`src/rtl/l4_check_pkg.sv`:
```
package l4_check_pkg;
  localparam int LEN_W   = 16;
  localparam int SUM_W   = 32;
  localparam int UDP_MIN = 8;
  localparam int TCP_MIN = 20;

  localparam logic [7:0] C_OK      = 8'd0;
  localparam logic [7:0] C_SHORT   = 8'd1;
  localparam logic [7:0] C_CSUM    = 8'd2;
  localparam logic [7:0] C_ULEN    = 8'd3;
  localparam logic [7:0] C_PORT    = 8'd4;
  localparam logic [7:0] C_FINONLY = 8'd8;
  localparam logic [7:0] C_NOFLAG  = 8'd9;
  localparam logic [7:0] C_FINRST  = 8'd10;
  localparam logic [7:0] C_SYNURG  = 8'd11;
  localparam logic [7:0] C_SYNRST  = 8'd12;
  localparam logic [7:0] C_SYNFIN  = 8'd13;

  typedef enum logic [1:0] {ST_IDLE, ST_RUN, ST_HOLD} ctlState_t;

  typedef struct packed {
    logic take;    // byte enters the datapath
    logic first;   // byte is at offset zero
    logic finish;  // byte is the last, latch the result
  } ctlStrobe_t;
endpackage

```
`src/rtl/l4_check_ctrl.sv`:
```
module l4_check_ctrl
  import l4_check_pkg::*;
(
  input  logic       clk,
  input  logic       rstN,
  input  logic       inValid,
  input  logic       inSof,
  input  logic       inEof,
  input  logic       resReady,
  output logic       inReady,
  output logic       resValid,
  output ctlStrobe_t strobe
);
  ctlState_t state, stateNext;

  always_comb begin
    strobe    = '0;
    stateNext = state;
    case (state)
      ST_IDLE: begin
        strobe.take   = inValid && inSof;
        strobe.first  = inValid && inSof;
        strobe.finish = inValid && inSof && inEof;
        if (inValid && inSof) stateNext = inEof ? ST_HOLD : ST_RUN;
      end
      ST_RUN: begin
        strobe.take   = inValid;
        strobe.finish = inValid && inEof;
        if (inValid && inEof) stateNext = ST_HOLD;
      end
      default: begin
        if (resReady) stateNext = ST_IDLE;
      end
    endcase
  end

  always_ff @(posedge clk or negedge rstN) begin
    if (!rstN) state <= ST_IDLE;
    else       state <= stateNext;
  end

  assign inReady  = (state != ST_HOLD);
  assign resValid = (state == ST_HOLD);

  // a taken result is withdrawn on the following cycle
  p_release_r9: assert property (@(posedge clk) disable iff (!rstN)
    resValid && resReady |=> !resValid);

  // the last byte leads to a pending result
  p_finish_hold_r9: assert property (@(posedge clk) disable iff (!rstN)
    strobe.finish |=> resValid && !inReady);
endmodule

```
`src/rtl/l4_check_dp.sv`:
```
module l4_check_dp
  import l4_check_pkg::*;
(
  input  logic             clk,
  input  logic             rstN,
  input  ctlStrobe_t       strobe,
  input  logic [7:0]       inByte,
  input  logic             protoTcp,
  input  logic [LEN_W-1:0] ipLen,
  input  logic [31:0]      srcAddr,
  input  logic [31:0]      dstAddr,
  input  logic             suppress,
  output logic [7:0]       errCode
);
  localparam logic [LEN_W-1:0] OFS_UDP_CS = LEN_W'(6);
  localparam logic [LEN_W-1:0] OFS_TCP_CS = LEN_W'(16);
  localparam logic [LEN_W-1:0] OFS_FLAGS  = LEN_W'(13);

  logic [LEN_W-1:0] cnt, cntNext, idx, csOfs;
  logic [SUM_W-1:0] sum, sumNext, pseudo, total;
  logic [15:0]      srcPort, dstPort, udpLen, csField;
  logic [15:0]      srcPortN, dstPortN, udpLenN, csFieldN;
  logic [5:0]       flags, flagsN;
  logic [16:0]      fold1, fold2;
  logic             shortSeg, csumBad, lenBad, portBad;
  logic             fin, syn, rst, urg;
  logic [7:0]       codeNow;

  assign idx   = strobe.first ? '0 : cnt;
  assign csOfs = protoTcp ? OFS_TCP_CS : OFS_UDP_CS;

  always_comb begin
    cntNext  = cnt;
    sumNext  = sum;
    srcPortN = srcPort;
    dstPortN = dstPort;
    udpLenN  = udpLen;
    csFieldN = csField;
    flagsN   = flags;
    if (strobe.take) begin
      if (strobe.first) begin
        sumNext  = '0;
        srcPortN = '0;
        dstPortN = '0;
        udpLenN  = '0;
        csFieldN = '0;
        flagsN   = '0;
      end
      cntNext = idx + 1'b1;
      sumNext = sumNext + (idx[0] ? SUM_W'(inByte) : SUM_W'({inByte, 8'h00}));
      if (idx == LEN_W'(0)) srcPortN[15:8] = inByte;
      if (idx == LEN_W'(1)) srcPortN[7:0]  = inByte;
      if (idx == LEN_W'(2)) dstPortN[15:8] = inByte;
      if (idx == LEN_W'(3)) dstPortN[7:0]  = inByte;
      if (idx == LEN_W'(4)) udpLenN[15:8]  = inByte;
      if (idx == LEN_W'(5)) udpLenN[7:0]   = inByte;
      if (idx == csOfs)          csFieldN[15:8] = inByte;
      if (idx == csOfs + 1'b1)   csFieldN[7:0]  = inByte;
      if (idx == OFS_FLAGS)      flagsN         = inByte[5:0];
    end
  end

  // final checks on the post-byte values
  always_comb begin
    pseudo = SUM_W'(srcAddr[31:16]) + SUM_W'(srcAddr[15:0])
           + SUM_W'(dstAddr[31:16]) + SUM_W'(dstAddr[15:0])
           + SUM_W'(protoTcp ? 8'd6 : 8'd17) + SUM_W'(ipLen);
    total  = sumNext + pseudo;
    fold1  = {1'b0, total[15:0]} + {1'b0, total[31:16]};
    fold2  = {1'b0, fold1[15:0]} + 17'(fold1[16]);
    shortSeg = cntNext < (protoTcp ? LEN_W'(TCP_MIN) : LEN_W'(UDP_MIN));
    csumBad  = (fold2[15:0] != 16'hFFFF) && !(!protoTcp && csFieldN == 16'h0000);
    lenBad   = !protoTcp && (udpLenN > ipLen);
    portBad  = (srcPortN == 16'h0000) || (dstPortN == 16'h0000);
    fin = flagsN[0];
    syn = flagsN[1];
    rst = flagsN[2];
    urg = flagsN[5];
    if      (shortSeg)                         codeNow = C_SHORT;
    else if (csumBad)                          codeNow = C_CSUM;
    else if (lenBad)                           codeNow = C_ULEN;
    else if (portBad)                          codeNow = C_PORT;
    else if (protoTcp && flagsN == 6'b000001)  codeNow = C_FINONLY;
    else if (protoTcp && flagsN == 6'b000000)  codeNow = C_NOFLAG;
    else if (protoTcp && fin && rst)           codeNow = C_FINRST;
    else if (protoTcp && syn && urg)           codeNow = C_SYNURG;
    else if (protoTcp && syn && rst)           codeNow = C_SYNRST;
    else if (protoTcp && syn && fin)           codeNow = C_SYNFIN;
    else                                       codeNow = C_OK;
  end

  always_ff @(posedge clk or negedge rstN) begin
    if (!rstN) begin
      cnt     <= '0;
      sum     <= '0;
      srcPort <= '0;
      dstPort <= '0;
      udpLen  <= '0;
      csField <= '0;
      flags   <= '0;
      errCode <= C_OK;
    end else begin
      cnt     <= cntNext;
      sum     <= sumNext;
      srcPort <= srcPortN;
      dstPort <= dstPortN;
      udpLen  <= udpLenN;
      csField <= csFieldN;
      flags   <= flagsN;
      if (strobe.finish) errCode <= suppress ? C_OK : codeNow;
    end
  end

  // the code changes only when a segment ends
  p_code_stable_r9: assert property (@(posedge clk) disable iff (!rstN)
    !strobe.finish |=> $stable(errCode));

  // only defined codes ever appear
  p_code_legal_r6: assert property (@(posedge clk) disable iff (!rstN)
    errCode inside {8'd0, 8'd1, 8'd2, 8'd3, 8'd4, 8'd8, 8'd9, 8'd10, 8'd11, 8'd12, 8'd13});
endmodule

```
`src/rtl/l4_check_top.sv`:
```
module l4_check_top
  import l4_check_pkg::*;
(
  input  logic        clk,
  input  logic        rstN,
  input  logic        inValid,
  input  logic        inSof,
  input  logic        inEof,
  input  logic [7:0]  inByte,
  output logic        inReady,
  input  logic        protoTcp,
  input  logic [15:0] ipLen,
  input  logic [31:0] srcAddr,
  input  logic [31:0] dstAddr,
  input  logic        isFrag,
  input  logic        priorErr,
  output logic        resValid,
  input  logic        resReady,
  output logic        errFlag,
  output logic [7:0]  errCode
);
  ctlStrobe_t strobe;

  l4_check_ctrl u_ctrl (
    .clk(clk), .rstN(rstN), .inValid(inValid), .inSof(inSof), .inEof(inEof),
    .resReady(resReady), .inReady(inReady), .resValid(resValid), .strobe(strobe)
  );

  l4_check_dp u_dp (
    .clk(clk), .rstN(rstN), .strobe(strobe), .inByte(inByte), .protoTcp(protoTcp),
    .ipLen(ipLen), .srcAddr(srcAddr), .dstAddr(dstAddr),
    .suppress(isFrag || priorErr), .errCode(errCode)
  );

  assign errFlag = (errCode != 8'd0);

  // the last accepted byte yields a result next cycle
  p_eof_result_r9: assert property (@(posedge clk) disable iff (!rstN)
    inValid && inReady && inEof && (inSof || !$past(inReady) || 1'b1) && u_ctrl.state == ST_RUN
      |=> resValid);

  // a pending result holds still until taken
  p_hold_r9: assert property (@(posedge clk) disable iff (!rstN)
    resValid && !resReady |=> resValid && $stable(errCode));

  // suppressed packets report nothing
  p_suppress_r8: assert property (@(posedge clk) disable iff (!rstN)
    resValid && (isFrag || priorErr) |-> !errFlag);

  // UDP never yields a TCP flag code
  p_udp_codes_r6: assert property (@(posedge clk) disable iff (!rstN)
    resValid && !protoTcp |-> errCode <= 8'd4);
endmodule

```
`config.mk`:
```
export PLATFORM = sky130hd
export DESIGN_NAME = l4_check_top
export DESIGN_NICKNAME = d
export VERILOG_FILES = /design/src/rtl/l4_check_pkg.sv /design/src/rtl/l4_check_ctrl.sv /design/src/rtl/l4_check_dp.sv /design/src/rtl/l4_check_top.sv
export SDC_FILE = /design/constraint.sdc
export NUM_CORES = 1
export LEC_CHECK = 0
export BUFFER_PORTS_ARGS = -buffer_cell sky130_fd_sc_hd__buf_2
export CAP_MARGIN = 10
export CORE_UTILIZATION = 25
export CTS_BUF_LIST = sky130_fd_sc_hd__clkbuf_2
export DETAILED_ROUTE_END_ITERATION = 10
export GPL_TIMING_DRIVEN = 0
export PLACE_DENSITY = 0.38
export SLEW_MARGIN = 20
export SYNTH_ARGS = -nofsm -noshare
export SYNTH_HDL_FRONTEND = slang
export SYNTH_SLANG_ARGS = --single-unit
```
`constraint.sdc`:
```
create_clock -name clk -period 11 [get_ports clk]
set_input_delay 1.1 -clock clk [delete_from_list [all_inputs] [get_ports clk]]
set_output_delay 1.1 -clock clk [all_outputs]
set_load 0.1 [all_outputs]
```
* Yosys cells after proc, flatten, opt, wreduce, memory -nomap -nowiden *
Cells that the tools add are included.

cells by class
  $add $sub $neg = 11
  $lt $le $gt $ge = 2
  eq/ne operators = 15
  multiplexer cells = 47
  reduce and logical (&&, ||, !) cells = 27

operator list
  operator                 count
  $mux W16                 11
  $mux W8                  18
  $add A32 B16 Y32         3
  $add A32 B32 Y32         3
  $mux W32                 3
  $logic_not A16 Y1        4
  $add A16 B16 Y17         2
  $add A16 B1 Y16 const B  2
  $eq A16 B16 Y1           2
  $eq A16 B2 Y1 const B    2
  $eq A16 B3 Y1 const B    2
  $mux W6                  3
  $add A16 B1 Y16          1
  $eq A16 B1 Y1 const B    1
  $eq A16 B4 Y1 const B    1
  $gt A16 B16 Y1           1
  $lt A16 B16 Y1           1
  $ne A16 B16 Y1 const B   1
  $mux W5                  3
  $logic_and A1 B1 Y1      14
  $mux W2                  4
  $reduce_bool A8 Y1       1
  $eq A6 B1 Y1 const B     1
  $logic_not A6 Y1         1
  other kinds (13)         17

storage, ports and cells
  flip-flop bits (word level) = 128
  input bits = 97
  output and inout bits = 11
  logic and storage cells = 111

* Longest topological paths before layout *
Gate-level depths: netlist (run 1).

  word-level depth = 19
  mapped depth = 46
  depth with buffers taken out = 42

* Modules after synthesis *
A second synthesis (run 1) with hierarchy kept.

unflattened totals
  cell total of the unflattened synthesis = 1277
  area total of the unflattened synthesis = 11442.2 um2

by module, submodules not included
  module         instances  cells an instance  area each (um2)  sequential area each (um2)
  l4_check_dp    1          1256               11288.3          3052.9
  l4_check_ctrl  1          17                 131.4            50.0
  l4_check_top   1          4                  22.5             0.0

* Least setup slack after synthesis (run 1) *
No wires, ideal clock.

  path kind = input-to-reg
  from = input port inValid
  to = register u_dp.errCode[2]
  library setup time = 0.071 ns
  arrival time = 10.005 ns
  required time = 10.929 ns
  setup slack = 0.924 ns
  stages on the path = 43
  buffers on the path = 4
  cells stage by stage = nand4bb_1 > buf_4 > clkbuf_1 > clkbuf_1 > clkbuf_1 > and3_1 > ha_1 > a2111oi_2 > o21ai_2 > a221oi_4 > and2b_1 > o21ai_0 > nand2b_1 > a21oi_1 > xor2_1 > o21ai_0 > ha_1 > inv_1 > [... 7 more ...] > o22ai_1 > xnor2_1 > ha_1 > a21oi_1 > o221ai_1 > a2111o_1 > a31oi_1 > o21ai_0 > a21oi_1 > o21bai_1 > ha_1 > and3_1 > or3_1 > a2111o_1 > nor3_1 > and2_1 > a31o_2 > a32o_1

between the ends
  elaborated cells on any way between the ends = 77
  classes of those cells = add/sub (5); order compare (2); eq/ne (10); mux (39); reduce/logical (21)

RTL lines
  item                                         RTL line                                  source
  from (decl)                                  l4_check_top.sv:6                         input logic inValid,
  $logic_and A1 B1 Y1                          l4_check_ctrl.sv:21, l4_check_ctrl.sv:22
  $mux W1                                      l4_check_ctrl.sv:19                       case (state)
  $mux W32 / $mux W16 (equally long branches)  l4_check_dp.sv:41, l4_check_dp.sv:29
  $mux W32 / $mux W16 (equally long branches)  l4_check_dp.sv:40, l4_check_dp.sv:50
  $add A32 B32 Y32                             l4_check_dp.sv:50                         sumNext = sumNext + (idx[0] ? SUM_W'(inByte) : SUM_W'({inByte, 8'h00}));
  $mux W32 (*)                                 l4_check_dp.sv:40                         if (strobe.take) begin
  via u_dp.sumNext[15]                         l4_check_dp.sv:20                         logic [SUM_W-1:0] sum, sumNext, pseudo, total;
  $add A32 B32 Y32 (*)                         l4_check_dp.sv:68                         total = sumNext + pseudo;
  $add A16 B16 Y17 (*)                         l4_check_dp.sv:69                         fold1 = {1'b0, total[15:0]} + {1'b0, total[31:16]};
  $add A16 B1 Y16 (*)                          l4_check_dp.sv:70                         fold2 = {1'b0, fold1[15:0]} + 17'(fold1[16]);
  $ne A16 B16 Y1 (*)                           l4_check_dp.sv:72                         csumBad = (fold2[15:0] != 16'hFFFF) && !(!protoTcp && csFieldN == 16'h0000);
  $logic_and A1 B1 Y1 (*)                      l4_check_dp.sv:72
  $mux W8 (*)                                  l4_check_dp.sv:80                         else if (csumBad) codeNow = C_CSUM;
  $mux W8 (*)                                  l4_check_dp.sv:79                         if (shortSeg) codeNow = C_SHORT;
  $mux W8 (*)                                  l4_check_dp.sv:110                        if (strobe.finish) errCode <= suppress ? C_OK : codeNow;
  to (signal assigned)                         l4_check_dp.sv:110
  to (decl)                                    l4_check_dp.sv:13                         output logic [7:0] errCode

The timed path passes the listed nets; every way through them passes the cells marked *. The select of a mux whose other input is x is not followed.
A chain may end at the register's enable or synchronous reset.

* Final worst setup path (run 1) *
  from = register u_ctrl.state[0]
  to = register u_dp.errCode[2]

between the ends
  elaborated cells on any way between the ends = 76
  classes of those cells = add/sub (5); order compare (2); eq/ne (11); mux (39); reduce/logical (19)

RTL lines
  item                                         RTL line                              source
  from (decl)                                  l4_check_ctrl.sv:14                   ctlState_t state, stateNext;
  from (signal assigned)                       l4_check_ctrl.sv:39                   else state <= stateNext;
  $logic_not A2 Y1                             l4_check_ctrl.sv:19
  $mux W1                                      l4_check_ctrl.sv:19
  $mux W32 / $mux W16 (equally long branches)  l4_check_dp.sv:41, l4_check_dp.sv:29
  $mux W32 / $mux W16 (equally long branches)  l4_check_dp.sv:40, l4_check_dp.sv:50
  $add A32 B32 Y32                             l4_check_dp.sv:50
  $mux W32 (*)                                 l4_check_dp.sv:40
  via u_dp.sumNext[16]                         l4_check_dp.sv:20
  $add A32 B32 Y32 (*)                         l4_check_dp.sv:68
  $add A16 B16 Y17 (*)                         l4_check_dp.sv:69
  $add A16 B1 Y16 (*)                          l4_check_dp.sv:70
  $ne A16 B16 Y1 (*)                           l4_check_dp.sv:72
  $logic_and A1 B1 Y1 (*)                      l4_check_dp.sv:72
  $mux W8 (*)                                  l4_check_dp.sv:80
  $mux W8 (*)                                  l4_check_dp.sv:79
  $mux W8 (*)                                  l4_check_dp.sv:110

Marked as above.

==> metrics.cfg, run 1 <==
[run_status]
status = finished, final reports clean

[routing]
final_antenna_net_count = 0
drc = 0
viasPerCell = 4.74
wl_per_cell_um = 17.7
wl_mm = 36.7
vias = 9812
drt_iter0_markers = 459
drt_first_pass_iters = 5

[yosys]
synth_area_leader_cell = dfrtp_1
ys_types = 92
yosysWarnings = 0
synthTopCellsByCount = nand2_1, inv_1, dfrtp_1
synth_area_mm2 = 0.0116
synth_edf_count = 0
ys_async_sr_fraction_pct = 100
synth-main-ff-cell = dfrtp_1
postSynthCellCount = 1327
synth_area_leaders = dfrtp_1, ha_1, fa_1
synth.most_common_cell = nand2_1
ys_seq_area_share_pct = 26.7
ys_ff_latch = 124
avgSynthCellArea_um2 = 8.74
synth_top_cell_area_share_pct = 26.7

[floorplanning]
die_x_um = 217
die_y_um = 217
rows = 78
core_mm2 = 0.0456
start_util_pct = 25.5
num_io_pins = 108
die_area_mm2 = 0.0473

[clocking]
ctsLongestPathBuffers = 2
clk_latency_ps = 750
cts_buffers = 17
htreeDepth = 4
cts.clk_slew.worst_paths_ps = 220
clock-sinks = 124
clockRootBuffer = clkbuf_2
cts_tree = yes

[worst_setup_path]
rr_startpoint = u_ctrl.state[0]
path_class = reg2reg
cp.required_ps = 11720
reg2reg_depth = 46
slowest_delay_ps = 530
crit_arrival_ps = 11110
cp-start-kind = register
cp_max_fo = 10
ff2ff_setup_slack_ps = 600
slowest_stage = fa_1
cp-end-kind = register
cpMostUsedCell = ha_1
timing.rr.end = u_dp.errCode[2]

[global_routing]
antenna_found_initial = 2
grt_pass1_vias = 10135
grt-ovfl-total = 0
grtUsageTotal_pct = 16.0
grt_pass1_wl_mm = 58.1
grt_max_degree = 79

[sta]
setup_violations = 0
layout_worst_path_cycle_share_pct = 94.5
fin_ws_ps = 602
hold_viol = 0
maxSlewHeadroom_pct = 32.5
slew_violations = 0
finClkSkew_ps = 27.6
period_minus_slack_ps = 10400
max_freq_mhz = 96.2
worstMarginPinSlew_ps = 1000

[placed_design]
hpwl_mm = 29.4
dp_slack_ps = -2030
place_congestion = 0.822
numPortBuffers = 101

[layout]
multiInputGateArea_mm2 = 0.00793
drive_above_1_share_pct = 15.6
nets = 1714
area_growth_pct = 15.9
fill_cells = 4885
regArea_mm2 = 0.00310

[worst_hold_path]
hold_class = in2async

[flow_run]
drv_cap = 0

cell usage in the layout, fill, tap and decap left out, types with 33 or more instances in the layout:
cell | Yosys | final
nand2_1 | 150 | 150
inv_1 | 139 | 139
dfrtp_1 | 124 | 124
buf_2 | 10 | 110
ha_1 | 104 | 100
nor2_1 | 83 | 83
o21ai_0 | 89 | 77
a21oi_1 | 56 | 53
fa_1 | 55 | 53
xnor2_1 | 52 | 52
and2_1 | 33 | 33
how the worst max path moves through the flow:
stage / end / slack [ps] / start
final: u_dp.errCode[2] / 600 / u_ctrl.state[0]
after global routing: u_dp.errCode[2] / -9 / u_ctrl.state[0]
after CTS: u_dp.errCode[1] / 60 / u_ctrl.state[0]
after detailed placement: u_dp.errCode[1] / -2030 / inValid
after global placement: u_dp.errCode[1] / -2110 / inValid
after floorplan: u_dp.errCode[2] / 920 / inValid
metrics by stage:
step / cells / TNS [ps] / hold WS, ps / utilization, % / area [µm²]
after floorplan: 1330 / 0 / 438 / - / 11600
after global placement: 2031 / -8250 / 458 / 28.2 / 12900
after detailed placement: 2032 / -7940 / 459 / 28.3 / 12900
after CTS: 2064 / 0 / 145 / 29.1 / 13300
after global routing: 2072 / -8.94 / 146 / 29.5 / 13400
final: 2072 / 0 / 210 / 29.5 / 13400
per-layer routing:
metal / GRT usage [%] / wire length (µm)
met5: 0 / 10
met4: 4.08 / 694
met1: 21.9 / 18000
met3: 2.01 / 900
met2: 26.4 / 17100
critical path, delay by kind of cell, from the launching register on:
kind                       cells  cell delay (ps)
DFF                            1              360
AOI/OAI and AO/OA             16             3230
xor gates and xnor gates       2              570
and+or+nand+nor               11             2130
buffers and inverters          9             1470
adders and majority gates      8             2600
timing repair:
action	4_1_cts	5_1_grt
setup buffers	0	7
resized for setup	22	32
setup endpoints to repair	4	4
hold buffers	0	0
pin swaps	1	13
logic make-up after synthesis:
kind of cell | count (synthesis) | synth area share [%]
other | 1 | 0.0323
muxes | 20 | 1.84
AOI/OAI and AO/OA | 309 | 18.0
buffers and inverters | 183 | 6.21
adders and majority gates | 159 | 20.7
DFF | 124 | 26.7
and+or+nand+nor | 452 | 20.4
xor gates and xnor gates | 79 | 6.03
cell type report:
cell class / count / area share, %
diodes: 1 / 0.0186
plain buffers: 44 / 1.68
clock buffers: 17 / 0.633
clock inverters: 15 / 1.75
inverters: 139 / 3.88
multi-input cells: 1023 / 58.9
flip-flops and latches: 124 / 23.1
well taps: 600 / 5.58
repair buffers: 109 / 4.43
flip-flops by register name, indices dropped and copies added (netlist names):
signal,count
u_dp.sum,32
u_dp.srcPort,16
u_ctrl.state,2
u_dp.errCode,4
u_dp.udpLen,16
u_dp.flags,6
u_dp.cnt,16
u_dp.csField,16
u_dp.dstPort,16
Power of run 1 is not shown: default switching activity piles up to over one toggle a cycle in this logic, so the estimate is an artifact.
==> run 2: changes to the inputs <==
--- a/config.mk
+++ b/config.mk
@@ -12,6 +12,7 @@
 export DETAILED_ROUTE_END_ITERATION = 10
 export GPL_TIMING_DRIVEN = 0
 export PLACE_DENSITY = 0.38
+export RECOVER_POWER = 25
 export SLEW_MARGIN = 20
 export SYNTH_ARGS = -nofsm -noshare
 export SYNTH_HDL_FRONTEND = slang
==> metrics.cfg, run 2 (synthesis results as in run 1) <==
[worst_setup_path]
timing.rr.end = u_dp.errCode[2]  ; unchanged
rr_startpoint = u_ctrl.state[0]  ; unchanged
cpMostUsedCell = ha_1  ; unchanged
crit_arrival_ps = 11140  ; was 11110 ps
ff2ff_setup_slack_ps = 570  ; was 600 ps
cp-start-kind = register  ; unchanged
path_buf_inv = 9  ; unchanged
crit_family = compound AO/OA/AOI/OAI gates  ; unchanged
slowest_stage = fa_1  ; unchanged
cp_max_fo = 10  ; unchanged
path_class = reg2reg  ; unchanged
reg2reg_depth = 46  ; unchanged
slowest_delay_ps = 530  ; about the same
cp.required_ps = 11710  ; was 11720 ps
cp-end-kind = register  ; unchanged

[placed_design]
place_congestion = 0.822  ; unchanged
numPortBuffers = 101  ; unchanged
hpwl_mm = 29.4  ; unchanged
dp_slack_ps = -2030  ; unchanged

[worst_hold_path]
worst_hold_path.endpoint = u_dp.flags[3]
hold_class = reg2reg  ; was in2async
hold_depth = 2
min_from = u_dp.flags[3]

[clocking]
htreeDepth = 4  ; unchanged
ctsLongestPathBuffers = 2  ; unchanged
clock-sinks = 124  ; unchanged
cts.clk_slew.worst_paths_ps = 230  ; was 220 ps
clockRootBuffer = clkbuf_2  ; unchanged
postCtsHoldBufs = 0  ; unchanged
cts_tree = yes  ; unchanged
cts_buffers = 17  ; unchanged
clk_latency_ps = 750  ; about the same

[floorplanning]
start_util_pct = 25.5  ; unchanged
rows = 78  ; unchanged
core_mm2 = 0.0456  ; unchanged
num_io_pins = 108  ; unchanged
die_y_um = 217  ; unchanged
die_x_um = 217  ; unchanged
die_area_mm2 = 0.0473  ; unchanged

[global_routing]
grt-ovfl-total = 0  ; unchanged
antenna_found_initial = 2  ; unchanged
grt_pass1_vias = 10135  ; unchanged
grt_pass1_wl_mm = 58.1  ; unchanged
grtUsageTotal_pct = 16.0  ; unchanged
grt_max_degree = 79  ; unchanged

[routing]
viasPerCell = 4.75  ; was 4.74
drt_first_pass_iters = 5  ; unchanged
final_antenna_net_count = 0  ; unchanged
wl_per_cell_um = 17.7  ; about the same
drt_iter0_markers = 430  ; was 459
wl_mm = 36.6  ; was 36.7 mm
vias = 9838  ; was 9812
drc = 0  ; unchanged

[sta]
totalNegativeSetupSlack_ps = 0  ; unchanged
hold_viol = 0  ; unchanged
max_freq_mhz = 95.9  ; was 96.2 MHz
layout_worst_path_cycle_share_pct = 94.8  ; was 94.5%
slew_violations = 127  ; was 0
setup_violations = 0  ; unchanged
worstMarginPinSlew_ps = 4430  ; was 1000 ps
period_minus_slack_ps = 10430  ; was 10400 ps
finClkSkew_ps = 28.4  ; was 27.6 ps
maxSlewHeadroom_pct = -195  ; was 32.5%
fin_ws_ps = 570  ; was 602 ps

[layout]
layout_commonest_cell = nand2_1  ; unchanged
final_cell_mix = nand2_1, inv_1, dfrtp_1  ; unchanged
nets = 1714  ; unchanged
largest_register_ffs = 32  ; unchanged
drive_above_1_share_pct = 15.5  ; was 15.6%
largest-register = u_dp.sum  ; unchanged
area_growth_pct = 15.6  ; was 15.9%

[flow_run]
drv_cap = 2  ; was 0

[run_status]
violations = capacitance limit, slew limit
status = finished with violations  ; was finished, final reports clean

[run 2: changes by cell type in the layout (fill, tap and decap cells not counted)]
cell,change
buf_8,-1
clkbuf_1,+2
buf_16,-1
[run 2: metrics by stage]
stage	utilization [%]	cell area [µm²]	hold slack (ps)	cells
floorplan	-	11600	438	1330
global placement	28.2	12900	458	2031
detailed placement	28.3	12900	459	2032
CTS	29.1	13300	145	2064
global route	29.4	13400	488	2072
finish	29.4	13400	503	2072
[run 2: worst max-delay path by stage]
stage                                from         endpoint  slack [ps]  cells past startpoint
final                     u_ctrl.state[0]  u_dp.errCode[2]         570                     46
after global routing      u_ctrl.state[0]  u_dp.errCode[2]          -9                     46
after CTS                 u_ctrl.state[0]  u_dp.errCode[1]          60                     45
after detailed placement          inValid  u_dp.errCode[1]       -2030                     45
after global placement            inValid  u_dp.errCode[1]       -2110                     45
after floorplan                   inValid  u_dp.errCode[2]         920                     43
[run 2: area by class of cell]
class                   count  area [µm²]
repair buffers            109         561
inverters                 139         522
diodes                      1        2.50
fillers                  4887       32200
flip-flops and latches    124        3100
well taps                 600         751
multi-input cells        1023        7930
clock inverters            15         235
plain buffers              44         225
clock buffers              17        85.1
[run 2: per-layer routing]
| layer | vias up | routed length (µm) | GRT usage, % |
|---|---|---|---|
| met5 | - | 10 | 0 |
| met3 | 28 | 931 | 2.01 |
| met4 | 2 | 662 | 4.08 |
| li1 | 4957 | - | - |
| met2 | 163 | 17100 | 26.4 |
| met1 | 4688 | 18000 | 21.9 |
[run 2: repair_timing]
item / in CTS / in global routing
gates resized for setup: 22 / 32
hold endpoints to repair: 0 / 0
endpoints found under the setup margin: 4 / 4
pin swaps: 1 / 13
setup buffers: 0 / 7
[run 2: worst min-delay path: stages, from the launching register on]
cell and delay [ps]:
dfrtp_1 370, a32oi_1 70, inv_1 60
Power of run 2 is left out for the same reason.
==> run 3: changes to the inputs <==
==> constraint.sdc (replaced) <==
create_clock -name clk -period 11.4 [get_ports clk]
set_input_delay 1.14 -clock clk [delete_from_list [all_inputs] [get_ports clk]]
set_output_delay 1.14 -clock clk [all_outputs]
set_load 0.1 [all_outputs]
==> metrics.cfg, run 3 (synthesis results as in run 1) <==
[placed_design]
place_congestion = 0.822  ; unchanged
hpwl_mm = 29.4  ; unchanged
numPortBuffers = 101  ; unchanged
dp_slack_ps = -1670  ; was -2030 ps

[global_routing]
grt_max_degree = 79  ; unchanged
antenna_found_initial = 2  ; unchanged
grtUsageTotal_pct = 15.9  ; was 16.0%
grt-ovfl-total = 0  ; unchanged
grt_pass1_vias = 10084  ; about the same
grt_pass1_wl_mm = 57.7  ; was 58.1 mm

[layout]
largest_register_ffs = 32  ; unchanged
largest-register = u_dp.sum  ; unchanged
nets = 1709  ; was 1714
regArea_mm2 = 0.00310  ; unchanged
fill_cells = 4906  ; was 4887
multiInputGateArea_mm2 = 0.00783  ; was 0.00793 mm²
layout_commonest_cell = nand2_1  ; unchanged
area_growth_pct = 14.3  ; was 15.6%
fin_util_pct = 29.1  ; was 29.4%
final_cell_mix = nand2_1, inv_1, dfrtp_1  ; unchanged
drive_above_1_share_pct = 14.3  ; was 15.5%

[routing]
final_antenna_net_count = 0  ; unchanged
wl_mm = 36.2  ; was 36.6 mm
drc = 0  ; unchanged
wl_per_cell_um = 17.5  ; was 17.7 µm
drt_first_pass_iters = 5  ; unchanged
viasPerCell = 4.74  ; was 4.75
vias = 9807  ; was 9838
drt_iter0_markers = 482  ; was 430

[clocking]
clk_latency_ps = 760  ; was 750 ps
clockRootBuffer = clkbuf_2  ; unchanged
htreeDepth = 4  ; unchanged
cts_buffers = 17  ; unchanged
cts.clk_slew.worst_paths_ps = 230  ; about the same
cts_tree = yes  ; unchanged
ctsLongestPathBuffers = 2  ; unchanged
clock-sinks = 124  ; unchanged

[worst_hold_path]
hold_class = reg2reg  ; unchanged
hold_depth = 2  ; unchanged

[sta]
worstMarginPinSlew_ps = 4400  ; was 4430 ps
maxSlewHeadroom_pct = -193  ; was -195%
layout_worst_path_cycle_share_pct = 93.1  ; was 94.8%
max_freq_mhz = 94.2  ; was 95.9 MHz
slew_violations = 127  ; unchanged
setup_violations = 0  ; unchanged
finClkSkew_ps = 34.9  ; was 28.4 ps
fin_ws_ps = 782  ; was 570 ps
hold_viol = 0  ; unchanged
period_minus_slack_ps = 10620  ; was 10430 ps

[floorplanning]
core_mm2 = 0.0456  ; unchanged
start_util_pct = 25.5  ; unchanged
die_area_mm2 = 0.0473  ; unchanged
num_io_pins = 108  ; unchanged
die_x_um = 217  ; unchanged
die_y_um = 217  ; unchanged
rows = 78  ; unchanged

[worst_setup_path]
cp_max_fo = 16  ; was 10
cp.required_ps = 12120  ; was 11710 ps
slowest_delay_ps = 520  ; was 530 ps
path_class = reg2reg  ; unchanged
cp-start-kind = register  ; unchanged
slowest_stage = fa_1  ; unchanged
cp-end-kind = register  ; unchanged
crit_arrival_ps = 11340  ; was 11140 ps
reg2reg_depth = 44  ; was 46

[run_status]
status = finished with violations  ; unchanged
violations = capacitance limit, slew limit  ; unchanged

[flow_run]
drv_cap = 2  ; unchanged

-- run 3: cell count changes in the layout (fill, tap and decap cells not counted), moves of 3 or more --
cell,previous run,this run
ha_2,3,0
o21ai_1,12,8
buf_4,13,8
a21oi_1,53,56
ha_1,100,104
o21ai_0,77,82
-- run 3: what timing repair did --
item	in CTS	in global routing
pin swaps	0	3
setup endpoints to repair	4	4
endpoints found under the hold margin	0	0
hold buffers	0	0
setup buffers	0	3
resized for setup	2	21
-- run 3: area by class of cell --
class | count | share of cell area, %
diodes | 1 | 0.0189
plain buffers | 43 | 1.52
clock buffers | 17 | 0.642
clock inverters | 15 | 1.77
inverters | 139 | 3.93
multi-input cells | 1023 | 59.1
flip-flops and latches | 124 | 23.4
well taps | 600 | 5.66
repair buffers | 105 | 4.00
-- run 3: final timing paths --
kind / start / to / slack (ps)
max: u_ctrl.state[0] / u_dp.errCode[2] / 780
min: u_dp.flags[3] / u_dp.flags[3] / 500
max reg2reg: u_ctrl.state[0] / u_dp.errCode[2] / 780
min reg2reg: u_dp.flags[3] / u_dp.flags[3] / 500
max in group asynchronous: rstN / u_dp.cnt[7] / 5010
min in group asynchronous: rstN / u_dp.csField[10] / 1170
-- run 3: critical path: cells and delay by family (launching register included) --
| family | cells | cell delay, ps |
|---|---|---|
| compound gates | 20 | 4630 |
| buf+inv | 6 | 970 |
| fa+ha+maj | 8 | 2740 |
| simple gates | 8 | 1620 |
| xor+xnor | 2 | 230 |
| flops | 1 | 390 |
-- run 3: routing by layer --
layer,wire (µm),global-route usage [%],up-vias
li1,-,-,4952
met1,17700,21.7,4670
met2,16800,26.0,151
met3,967,2.18,32
met4,715,4.53,2
met5,10,0,-
-- run 3: metrics by stage --
stage / cells / hold WS, ps / instance area, µm² / setup TNS, ps
4_1_cts: 2063 / 185 / 13200 / 0
6_report: 2067 / 500 / 13300 / 0
2_1_floorplan: 1330 / 438 / 11600 / 0
5_1_grt: 2067 / 528 / 13300 / -13.5
3_5_place_dp: 2032 / 459 / 12900 / -6500
3_3_place_gp: 2031 / 458 / 12900 / -6810
Power of run 3 is left out for the same reason.
